--- src/rtl/psw_pkg.sv ---
package psw_pkg;
  localparam int unsigned SWALLOW_W_DEF = 7;
  localparam int unsigned MAIN_W_DEF    = 11;
  localparam int unsigned P_SMALL_DEF   = 64;
  localparam int unsigned P_LARGE_DEF   = 128;

  typedef enum logic {
    MOD_BASE  = 1'b0,
    MOD_PLUS1 = 1'b1
  } modulus_e;
endpackage

--- src/rtl/psw_cfg_stage.sv ---
module psw_cfg_stage (
  input  logic clk,
  input  logic rst,
  input  logic wrap,
  input  logic sel_in,
  output logic sel_eff
);
  logic sel_q;

  // Value in force for the division that starts at this edge
  assign sel_eff = (rst || wrap) ? sel_in : sel_q;

  always_ff @(posedge clk) begin
    sel_q <= sel_eff;
  end

  AST_SEL_HELD: assert property (@(posedge clk) disable iff (rst)
    !wrap |=> $stable(sel_q));
endmodule

--- src/rtl/psw_prescaler.sv ---
module psw_prescaler #(
  parameter int unsigned P_SMALL = 64,
  parameter int unsigned P_LARGE = 128
) (
  input  logic clk,
  input  logic rst,
  input  logic sel_small,
  input  logic plus1_nxt,
  output logic tick
);
  localparam int unsigned PC_W = $clog2(P_LARGE + 2);
  localparam logic [PC_W-1:0] BASE_SMALL = PC_W'(P_SMALL - 1);
  localparam logic [PC_W-1:0] BASE_LARGE = PC_W'(P_LARGE - 1);

  logic [PC_W-1:0] pc;
  logic [PC_W-1:0] reload;

  always_comb begin
    reload = sel_small ? BASE_SMALL : BASE_LARGE;
    if (plus1_nxt) reload = reload + 1'b1;
  end

  assign tick = (pc == '0);

  always_ff @(posedge clk) begin
    if (rst || tick) pc <= reload;
    else             pc <= pc - 1'b1;
  end

  AST_PC_BOUND: assert property (@(posedge clk) disable iff (rst)
    pc <= PC_W'(P_LARGE));
endmodule

--- src/rtl/psw_counters.sv ---
module psw_counters
  import psw_pkg::*;
#(
  parameter int unsigned A_W = SWALLOW_W_DEF,
  parameter int unsigned N_W = MAIN_W_DEF
) (
  input  logic           clk,
  input  logic           rst,
  input  logic           tick,
  input  logic [A_W-1:0] a_ld,
  input  logic [N_W-1:0] n_ld,
  output logic           wrap,
  output logic           plus1_nxt,
  output logic           mc
);
  localparam logic [N_W-1:0] N_LAST = N_W'(1);

  logic [A_W-1:0] a_cnt, a_nxt;
  logic [N_W-1:0] n_cnt, n_nxt;
  modulus_e       mod_q;

  assign wrap = tick && (n_cnt == N_LAST);

  always_comb begin
    a_nxt = a_cnt;
    n_nxt = n_cnt;
    if (rst || wrap) begin
      a_nxt = a_ld;
      n_nxt = n_ld;
    end else if (tick) begin
      n_nxt = n_cnt - 1'b1;
      if (a_cnt != '0) a_nxt = a_cnt - 1'b1;
    end
  end

  assign plus1_nxt = (a_nxt != '0);
  assign mc        = (mod_q == MOD_PLUS1);

  always_ff @(posedge clk) begin
    a_cnt <= a_nxt;
    n_cnt <= n_nxt;
    mod_q <= plus1_nxt ? MOD_PLUS1 : MOD_BASE;
  end

  AST_SWALLOW_HOLD: assert property (@(posedge clk) disable iff (rst)
    !tick |=> $stable(a_cnt));
  AST_MAIN_NONZERO: assert property (@(posedge clk) disable iff (rst)
    n_cnt != '0);
endmodule

--- src/rtl/pswallow_divider.sv ---
module pswallow_divider
  import psw_pkg::*;
#(
  parameter int unsigned A_W     = SWALLOW_W_DEF,
  parameter int unsigned N_W     = MAIN_W_DEF,
  parameter int unsigned P_SMALL = P_SMALL_DEF,
  parameter int unsigned P_LARGE = P_LARGE_DEF
) (
  input  logic           clk,
  input  logic           rst,
  input  logic [A_W-1:0] swallow_a,
  input  logic [N_W-1:0] main_n,
  input  logic           sel_small,
  output logic           mod_ctrl,
  output logic           fp
);
  logic tick, wrap, plus1_nxt, sel_eff, fp_q;

  psw_cfg_stage u_cfg (
    .clk     (clk),
    .rst     (rst),
    .wrap    (wrap),
    .sel_in  (sel_small),
    .sel_eff (sel_eff)
  );

  psw_counters #(.A_W(A_W), .N_W(N_W)) u_cnt (
    .clk       (clk),
    .rst       (rst),
    .tick      (tick),
    .a_ld      (swallow_a),
    .n_ld      (main_n),
    .wrap      (wrap),
    .plus1_nxt (plus1_nxt),
    .mc        (mod_ctrl)
  );

  psw_prescaler #(.P_SMALL(P_SMALL), .P_LARGE(P_LARGE)) u_pre (
    .clk       (clk),
    .rst       (rst),
    .sel_small (sel_eff),
    .plus1_nxt (plus1_nxt),
    .tick      (tick)
  );

  always_ff @(posedge clk) begin
    if (rst) fp_q <= 1'b0;
    else     fp_q <= wrap;
  end

  assign fp = fp_q;

  AST_FP_SINGLE: assert property (@(posedge clk) disable iff (rst)
    fp |=> !fp);
  AST_FP_AFTER_WRAP: assert property (@(posedge clk) disable iff (rst)
    wrap |=> fp);
  AST_MC_ON_TICK: assert property (@(posedge clk) disable iff (rst)
    !$stable(mod_ctrl) |-> $past(tick));
endmodule

--- config.mk ---
export PLATFORM = sky130hd
export DESIGN_NAME = pswallow_divider
export DESIGN_NICKNAME = d
export VERILOG_FILES = /design/src/rtl/psw_pkg.sv /design/src/rtl/psw_cfg_stage.sv /design/src/rtl/psw_prescaler.sv /design/src/rtl/psw_counters.sv /design/src/rtl/pswallow_divider.sv
export SDC_FILE = /design/constraint.sdc
export NUM_CORES = 1
export LEC_CHECK = 0
export BUFFER_PORTS_ARGS = -buffer_cell sky130_fd_sc_hd__buf_2
export CAP_MARGIN = 20
export CORE_ASPECT_RATIO = 1.4
export CORE_UTILIZATION = 57
export DETAILED_ROUTE_END_ITERATION = 7
export PLACE_DENSITY = 0.9
export SYNTH_ARGS = -nofsm -noshare
export SYNTH_HDL_FRONTEND = slang
export SYNTH_SLANG_ARGS = --single-unit
--- constraint.sdc ---
create_clock -name clk -period 3 [get_ports clk]
set_input_delay 0.3 -clock clk [delete_from_list [all_inputs] [get_ports clk]]
set_output_delay 0.3 -clock clk [all_outputs]
set_load 0.1 [all_outputs]
# After elaboration in Yosys (flattened, before gate mapping)
# Cells that the tools add are included.
# totals
out_inout_bits,2
in_bits,21
regBits,29
word_cells,28
# classes
addsub,4
n_mux,10
reduce_logical,7
eq_ne,1
# op_table
cell,n
2-to-1 mux 7 bit,4
2-to-1 mux 11 bit,2
2-to-1 mux 8 bit,2
nonzero test 7 bit,2
"== test 11 x 1 -> 1 bit, second input constant",1
"subtractor 11 x 1 -> 11 bit, second input constant",1
"adder 8 x 1 -> 8 bit, second input constant",1
logical NOT 8 bit,1
"subtractor 8 x 1 -> 8 bit, second input constant",1
"subtractor 7 x 1 -> 7 bit, second input constant",1
logical OR 1 bit,2
2-to-1 mux 1 bit,2
nonzero test 2 bit,1
logical AND 1 bit,1

# Depth between registers and ports, before layout
# Gate-level depths: netlist of run 1.
# depth
ltp_word,8
ltp_mapped,10
ltp_nobuf,10

# Cells and area by module
# From an unflattened synthesis of run 1, not the netlist that was laid out.
# hier_totals
hier_cells,171
hier_area_um2,1695.4
# by_module_without_submodules
module,cells_each,n_inst,area_per_inst_um2,seq_area_each_um2
psw_counters,123,1,1207.4,490.5
psw_prescaler,43,1,419.2,160.2
psw_cfg_stage,3,1,35.0,20.0
pswallow_divider,2,1,33.8,20.0

# Least setup slack after synthesis of run 1
# Ideal clock, no wire load.
# synth_path
kind,register -> register
start,register u_pre.pc[0]
end,register u_pre.pc[6]
path_slack_ps,441
stages_incl_launch_ff,11
required_ps,2868
period_less_slack_ps,2559
n_path_buf,0
arrival_ps,2427
setup_time_ps,132
cell_sequence,dfxtp_1 > inv_1 > ha_1 > or3b_2 > or4_4 > xor2_1 > a311oi_2 > or2_1 > ha_1 > nand2_1 > o21ai_0
# synth_between
word_cells_on_any_way,13
cone_classes,add/sub: 2; mux: 6; reduce/logical: 5
# synth_rtl
element,line,source
"start, declared",psw_prescaler.sv:15,logic [PC_W-1:0] pc;
"start signal, assigned",psw_prescaler.sv:26,if (rst || tick) pc <= reload;
"start signal, assigned",psw_prescaler.sv:27,else pc <= pc - 1'b1;
logical NOT 8 bit *,psw_prescaler.sv:23,assign tick = (pc == '0);
logical AND 1 bit,psw_counters.sv:22,assign wrap = tick && (n_cnt == N_LAST);
logical OR 1 bit,psw_counters.sv:27,if (rst || wrap) begin
2-to-1 mux 7 bit *,psw_counters.sv:27,
nonzero test 7 bit *,psw_counters.sv:36,assign plus1_nxt = (a_nxt != '0);
net plus1_nxt,pswallow_divider.sv:17,"logic tick, wrap, plus1_nxt, sel_eff, fp_q;"
2-to-1 mux 8 bit *,psw_prescaler.sv:20,if (plus1_nxt) reload = reload + 1'b1;
2-to-1 mux 8 bit *,psw_prescaler.sv:26,
# The timed path passes the listed nets; every way through them passes the cells marked *.
# A chain may end at the register's enable or synchronous reset.

# Final worst setup path of run 1
# Same ends and word-level chain as after synthesis.

==> flow_summary.toml, run 1 <==
[route]
wl_met1_um = 1492
routed-via-count = 1507
drt_iter0_drc = 62
wire_per_inst_um = 13.67
via_per_inst = 5.819
drt_wl_total_um = 3541
met2_length_um = 1802
firstDrtPassIters = 4
drc_errors = 0
drtAntennaViolNets = 0
highest_layer = "met4"
wl_met3_um = 178

[synthesis]
ys_ff_latch = 29
synthesis.area_sq_mm = 0.001709
ys_top_cells_by_area = "dfxtp_1 (21%), edfxtp_1 (19%), nand2_1 (6.1%)"
avgSynthCellArea_sq_um = 8.995
synth_cell_types = 37
yosysWarnings = 0
synth_cells = 190
synth_top_area_cell = "dfxtp_1"
ys_seq_area_frac = 0.4041
synth_fp_nets = 218
synth_top_area_frac = 0.2108

[placed_design]
dp_hpwl_um = 2665
place_area_sq_mm = 0.001894
io_buffers = 22
place_congestion = 0.8834

[timing]
finalCritPeriodShare = 0.9167
tightestPinTransition_ns = 0.5767
max_freq_ghz = 0.3636
max_slew_margin = 0.6147
finalHoldViolations = 0
setup_violations = 0
final.setup_skew_ns = 0.007690
fin_setup_tns_ns = 0
rsz0062_at_grt = "false"
finalMaxSlewViolations = 0
period_minus_slack_ns = 2.750

[cts]
cts_setup_buffers = 0
cts_root_buffer = "clkbuf_8"
cts.path.max_buffers = 2
clk_latency_ns = 0.28
cts.sinks = 29
ctsResizeCount = 0
holdBufCountCts = 0
cts_tree = "done"
htree_levels = 2
cts_made_buffers = 5
clk_pin_slew_ns = 0.06

[grt]
grt_first_pass_wirelength_um = 5692
antenna_found_initial = 0
grt_max_degree = 18
track_usage = 0.2573
grt_pass1_vias = 1322
overflow = 0

[run_status]
status = "finished clean"

[setup_path]
worstPathRequired_ns = 3.15
crit_slowest_cell = "or4_4"
path_common_cell = "ha_1"
crit_chain = "inv_1, ha_1, or3b_2, or4_4, xor2_1, a311oi_2, or2_1, ha_1, nand2_1, o21ai_0"
worstPathMaxFanout = 4
crit_arrival_ns = 2.90
worst-path-buf-inv = 1
endpoint_kind = "register"
critPathKind = "reg -> reg"
critPathTopFamily = "simple AND/OR/NAND/NOR gates"
start_kind = "register"
cp_slowest_stage_delay_ns = 0.50

[floorplan]
io_pins = 23
die_h_um = 66.79
dieArea_sq_mm = 0.003225
coreArea_sq_mm = 0.002849
initial_core_util = 0.5999
die_w_um = 48.28
row_count = 23

[finish]
synthToLayoutAreaGrowth_pct = 16.76
post-route-util = 0.7005
final_nets = 249
drive_above_1_share = 0.2162
antenna_cells = 0
post-route-cell-area_sq_mm = 0.001996

[hold_path]
min-delay-path-class = "in -> reg"

[flow_run]
drv_cap = 0

[pwr]
leakagePower_uw = 0.0007820
ir_drop_uv = 377.5
p_per_area_mw_per_mm2 = 577.5
[worst min-delay path, cell delays in order]
cell     delay [ns]
buf_2          0.09
nand2_1        0.04
o21ai_0        0.05
[state kept, by name, summed over array words and instances (netlist names)]
signal       cells
u_cnt.a_cnt      7
u_cnt.n_cnt     11
u_pre.pc         8
fp               1
u_cnt.mc         1
u_cfg.sel_q      1
[final cells by class]
class	instances	area (sq um)
clock buffer	7	96.34
multi-input combinational	148	968.4
fill	212	853.3
inverter	9	33.78
tap	37	46.29
timing repair buffer	28	155.1
sequential	29	690.7
clock inverter	1	5.005
[report_power, final]
group / total, uW / switching, uW / internal (uW)
sequential: 531 / 61.2 / 470
combinational: 271 / 145 / 126
clock: 350 / 144 / 207
[layer usage]
metal | vias to the layer above | global-route usage
li1 | 750 | -
met1 | 708 | 0.2933
met2 | 44 | 0.4167
met3 | 5 | 0.08130
met4 | 0 | 0.1181
met5 | - | 0
[per-stage QoR]
stage / hold slack, ns / setup slack [ns] / power [uW] / std cells
after floorplan: 0.3793 / 0.4414 / 723.1 / 190
after global placement: 0.4471 / 0.3901 / 792.3 / 251
after detailed placement: 0.4677 / 0.2760 / 804.4 / 251
after CTS: 0.2233 / 0.2684 / 1155 / 259
after global routing: 0.2374 / 0.1450 / 1217 / 259
final: 0.2253 / 0.2498 / 1152 / 259
[logic make-up (layout without fill, tap and decap cells)]
group / count (synthesis) / in the layout / share of synthesized area
AOI/OAI and AO/OA: 40 / 40 / 0.1567
xor gates and xnor gates: 20 / 20 / 0.1025
adders and majority gates: 7 / 7 / 0.05124
buffers and inverters: 13 / 45 / 0.03148
DFF: 29 / 29 / 0.4041
muxes: 3 / 3 / 0.01757
and+or+nand+nor: 78 / 78 / 0.2365
[final timing paths]
check | from | to | slack, ns | depth (start not counted)
worst min-delay path | swallow_a[2] | u_cnt.a_cnt[2]$_DFF_P_ | 0.23 | 3
worst min register to register | u_cfg.sel_q$_DFF_P_ | u_cfg.sel_q$_DFF_P_ | 0.47 | 2
worst max-delay path | u_pre.pc[0]$_DFF_P_ | u_pre.pc[6]$_DFF_P_ | 0.25 | 10
worst max register to register | u_pre.pc[0]$_DFF_P_ | u_pre.pc[6]$_DFF_P_ | 0.25 | 10
[cell usage after synthesis (all sizes together)]
| cell | count |
|---|---|
| nand2b | 1 |
| o2111ai | 1 |
| or3b | 2 |
| a41oi | 1 |
| nand2 | 28 |
| o311ai | 1 |
| nand4b | 2 |
| o211ai | 1 |
| edfxtp | 11 |
| mux2i | 3 |
| a21oi | 1 |
| o21ai | 19 |
| ha | 7 |
| inv | 9 |
| a211oi | 4 |
| nor3 | 7 |
| a311oi | 1 |
| a32o | 1 |
| or4 | 7 |
| o21bai | 1 |
| a31oi | 4 |
| xnor2 | 10 |
| nor2 | 14 |
| buf | 4 |
| o22ai | 1 |
| or2 | 5 |
| o21ba | 1 |
| dfxtp | 18 |
| nand3 | 3 |
| o31ai | 3 |
| nor4b | 1 |
| or3 | 2 |
| nor4 | 2 |
| nor3b | 4 |
| xor2 | 10 |
[layout by cell type, fill, tap and decap left out, types with 3 or more instances in the layout]
master,n
nand2_1,28
buf_2,22
o21ai_0,19
dfxtp_1,18
nor2_1,14
edfxtp_1,11
xnor2_1,10
xor2_1,10
inv_1,9
nor3_1,7
ha_1,7
clkbuf_8,7
buf_4,6
or4_1,5
nor3b_1,4
or2_2,4
a31oi_1,4
a211oi_1,4
nand3_1,3
mux2i_1,3
o31ai_1,3
No activity file was read; power rests on OpenSTA's default activity.
==> run 2, diff against run 1 <==
--- a/config.mk
+++ b/config.mk
@@ -6,11 +6,10 @@
 export NUM_CORES = 1
 export LEC_CHECK = 0
 export BUFFER_PORTS_ARGS = -buffer_cell sky130_fd_sc_hd__buf_2
-export CAP_MARGIN = 20
 export CORE_ASPECT_RATIO = 1.4
-export CORE_UTILIZATION = 57
+export CORE_UTILIZATION = 55
 export DETAILED_ROUTE_END_ITERATION = 7
-export PLACE_DENSITY = 0.9
+export PLACE_DENSITY = 0.88
 export SYNTH_ARGS = -nofsm -noshare
 export SYNTH_HDL_FRONTEND = slang
 export SYNTH_SLANG_ARGS = --single-unit
==> run 2 against run 1 <==
Critical path type unchanged. Total power down 1.6%. Critical path depth did not move. Global-route usage down 0.49 points. Final area fell by 0.56%.
==> flow_summary.toml, run 2 (synthesis gave the netlist of run 1 again) <==
[run_status]
status = "finished clean"

[pwr]
power_frac_comb = 0.241
leakagePower_uw = 0.0007732
ir_drop_uv = 450.2
netSwitchingFraction = 0.3102
intPower_uw = 782.1
p_switching_uw = 351.7
p_clk_frac = 0.292
pwr-share-seq = 0.467
p_per_area_mw_per_mm2 = 571.4

[floorplan]
dieArea_sq_mm = 0.003338
coreArea_sq_mm = 0.002907
die_w_um = 49.12
die_h_um = 67.96
io_pins = 23
initial_core_util = 0.5880
row_count = 23

[setup_path]
reg2reg_from = "u_pre.pc[0]$_DFF_P_"
worstPathRequired_ns = 3.16
worstPathMaxFanout = 4
crit_arrival_ns = 2.90
critPathKind = "reg -> reg"
reg2reg_slack_ns = 0.27
start_kind = "register"
worstReg2RegEnd = "u_pre.pc[6]$_DFF_P_"
reg2reg_depth = 10
endpoint_kind = "register"

[cts]
clk_pin_slew_ns = 0.06
cts_tree = "done"
holdBufCountCts = 0
cts_root_buffer = "clkbuf_8"
ctsResizeCount = 0
htree_levels = 2
cts.path.max_buffers = 2
cts_made_buffers = 5
cts.sinks = 29
cts_setup_buffers = 0
clk_latency_ns = 0.29

[flow_run]
drv_cap = 0

[timing]
max_slew_margin = 0.6587
fin_setup_tns_ns = 0
tightestPinTransition_ns = 0.5109
finalMaxSlewViolations = 0
period_minus_slack_ns = 2.735
finalHoldViolations = 0
rsz0062_at_grt = "false"
finalCritPeriodShare = 0.9116
max_freq_ghz = 0.3657
setup_violations = 0
final.setup_skew_ns = 0.009487

[finish]
fillers = 238
antenna_cells = 0
top_register = "u_cnt.n_cnt"
drive_above_1_share = 0.2072
final_common_cell = "nand2_1"
largest_registers = "u_cnt.n_cnt: 11 flops, u_pre.pc: 8 flops, u_cnt.a_cnt: 7 flops"
largest_register_ffs = 11
final_cell_mix = "nand2_1 (28), buf_2 (22), o21ai_0 (19), dfxtp_1 (18), nor2_1 (14)"
synthToLayoutAreaGrowth_pct = 16.11
fin_cells = 259
post-route-util = 0.6827
final_nets = 249

[grt]
grt_max_degree = 24
gr-usage-met1 = 0.2507
track_usage = 0.2524
overflow = 0
use_met3 = 0.07778
grt_first_pass_wirelength_um = 6210
use_met2 = 0.4503
busiest_layer = "met2"
grt_pass1_vias = 1485
antenna_found_initial = 0

[placed_design]
dp_hpwl_um = 2688
place_inst = 251
io_buffers = 22
place_congestion = 0.8617

[route]
routed-via-count = 1512
drt_iter0_drc = 42
via_per_inst = 5.838
drt_wl_total_um = 3719
drc_errors = 0
wire_per_inst_um = 14.36
firstDrtPassIters = 4
drtAntennaViolNets = 0

[hold_path]
min-delay-path-class = "in -> reg"
hold_path_end = "u_cnt.a_cnt[3]$_DFF_P_"
hold_start = "swallow_a[3]"
holdPathStages = 3
run 2: cell count changes in the layout (fill, tap and decap cells not counted):
cell      before  now
clkbuf_1       0    2
clkinv_2       1    0
clkbuf_8       7    6
run 2: critical path, cell delays in order (launching register included):
cell      delay (ns)
dfxtp_1         0.30
inv_1           0.08
ha_1            0.17
or3b_2          0.49
or4_4           0.50
xor2_1          0.26
a311oi_2        0.17
or2_1           0.25
ha_1            0.27
nand2_1         0.05
o21ai_0         0.07
run 2: power groups by stage:
stage / clock, uW / combinational, uW / sequential [uW]
4_1_cts: 339 / 270 / 529
3_3_place_gp: 0 / 258 / 534
5_1_grt: 353 / 303 / 538
3_5_place_dp: 0 / 267 / 536
2_1_floorplan: 0 / 195 / 528
6_report: 331 / 273 / 530
run 2: through the flow:
step	power (uW)	instance area, sq um	setup WS, ns	hold slack [ns]
3_3_place_gp	792.2	1894	0.3875	0.4497
2_1_floorplan	723.1	1709	0.4414	0.3793
3_5_place_dp	802.8	1894	0.2949	0.4739
6_report	1134	1984	0.2651	0.2177
4_1_cts	1138	1984	0.2813	0.2087
5_1_grt	1194	1984	0.1454	0.2336
run 2: worst max-delay path by stage:
stage,cells after the start,endpoint,start,slack [ns]
after floorplan,10,u_pre.pc[6]$_DFF_P_,u_pre.pc[0]$_DFF_P_,0.44
after global placement,10,u_pre.pc[6]$_DFF_P_,u_pre.pc[0]$_DFF_P_,0.39
after detailed placement,10,u_pre.pc[6]$_DFF_P_,u_pre.pc[0]$_DFF_P_,0.29
after CTS,10,u_pre.pc[6]$_DFF_P_,u_pre.pc[0]$_DFF_P_,0.28
after global routing,10,u_pre.pc[6]$_DFF_P_,u_pre.pc[0]$_DFF_P_,0.15
final,10,u_pre.pc[6]$_DFF_P_,u_pre.pc[0]$_DFF_P_,0.27
run 2: cell type report:
cell class / count / area, sq um / share of cell area
Clock buffer: 8 / 90.09 / 0.04540
Inverter: 9 / 33.78 / 0.01702
Multi-Input combinational cell: 148 / 968.4 / 0.4880
Sequential cell: 29 / 690.7 / 0.3480
Tap cell: 37 / 46.29 / 0.02333
Timing Repair Buffer: 28 / 155.1 / 0.07818
run 2: layer usage:
layer	part of all wire	vias to the layer above
met2	0.50	44
met5	0	-
met1	0.42	708
li1	-	747
met4	0.033	0
met3	0.052	13
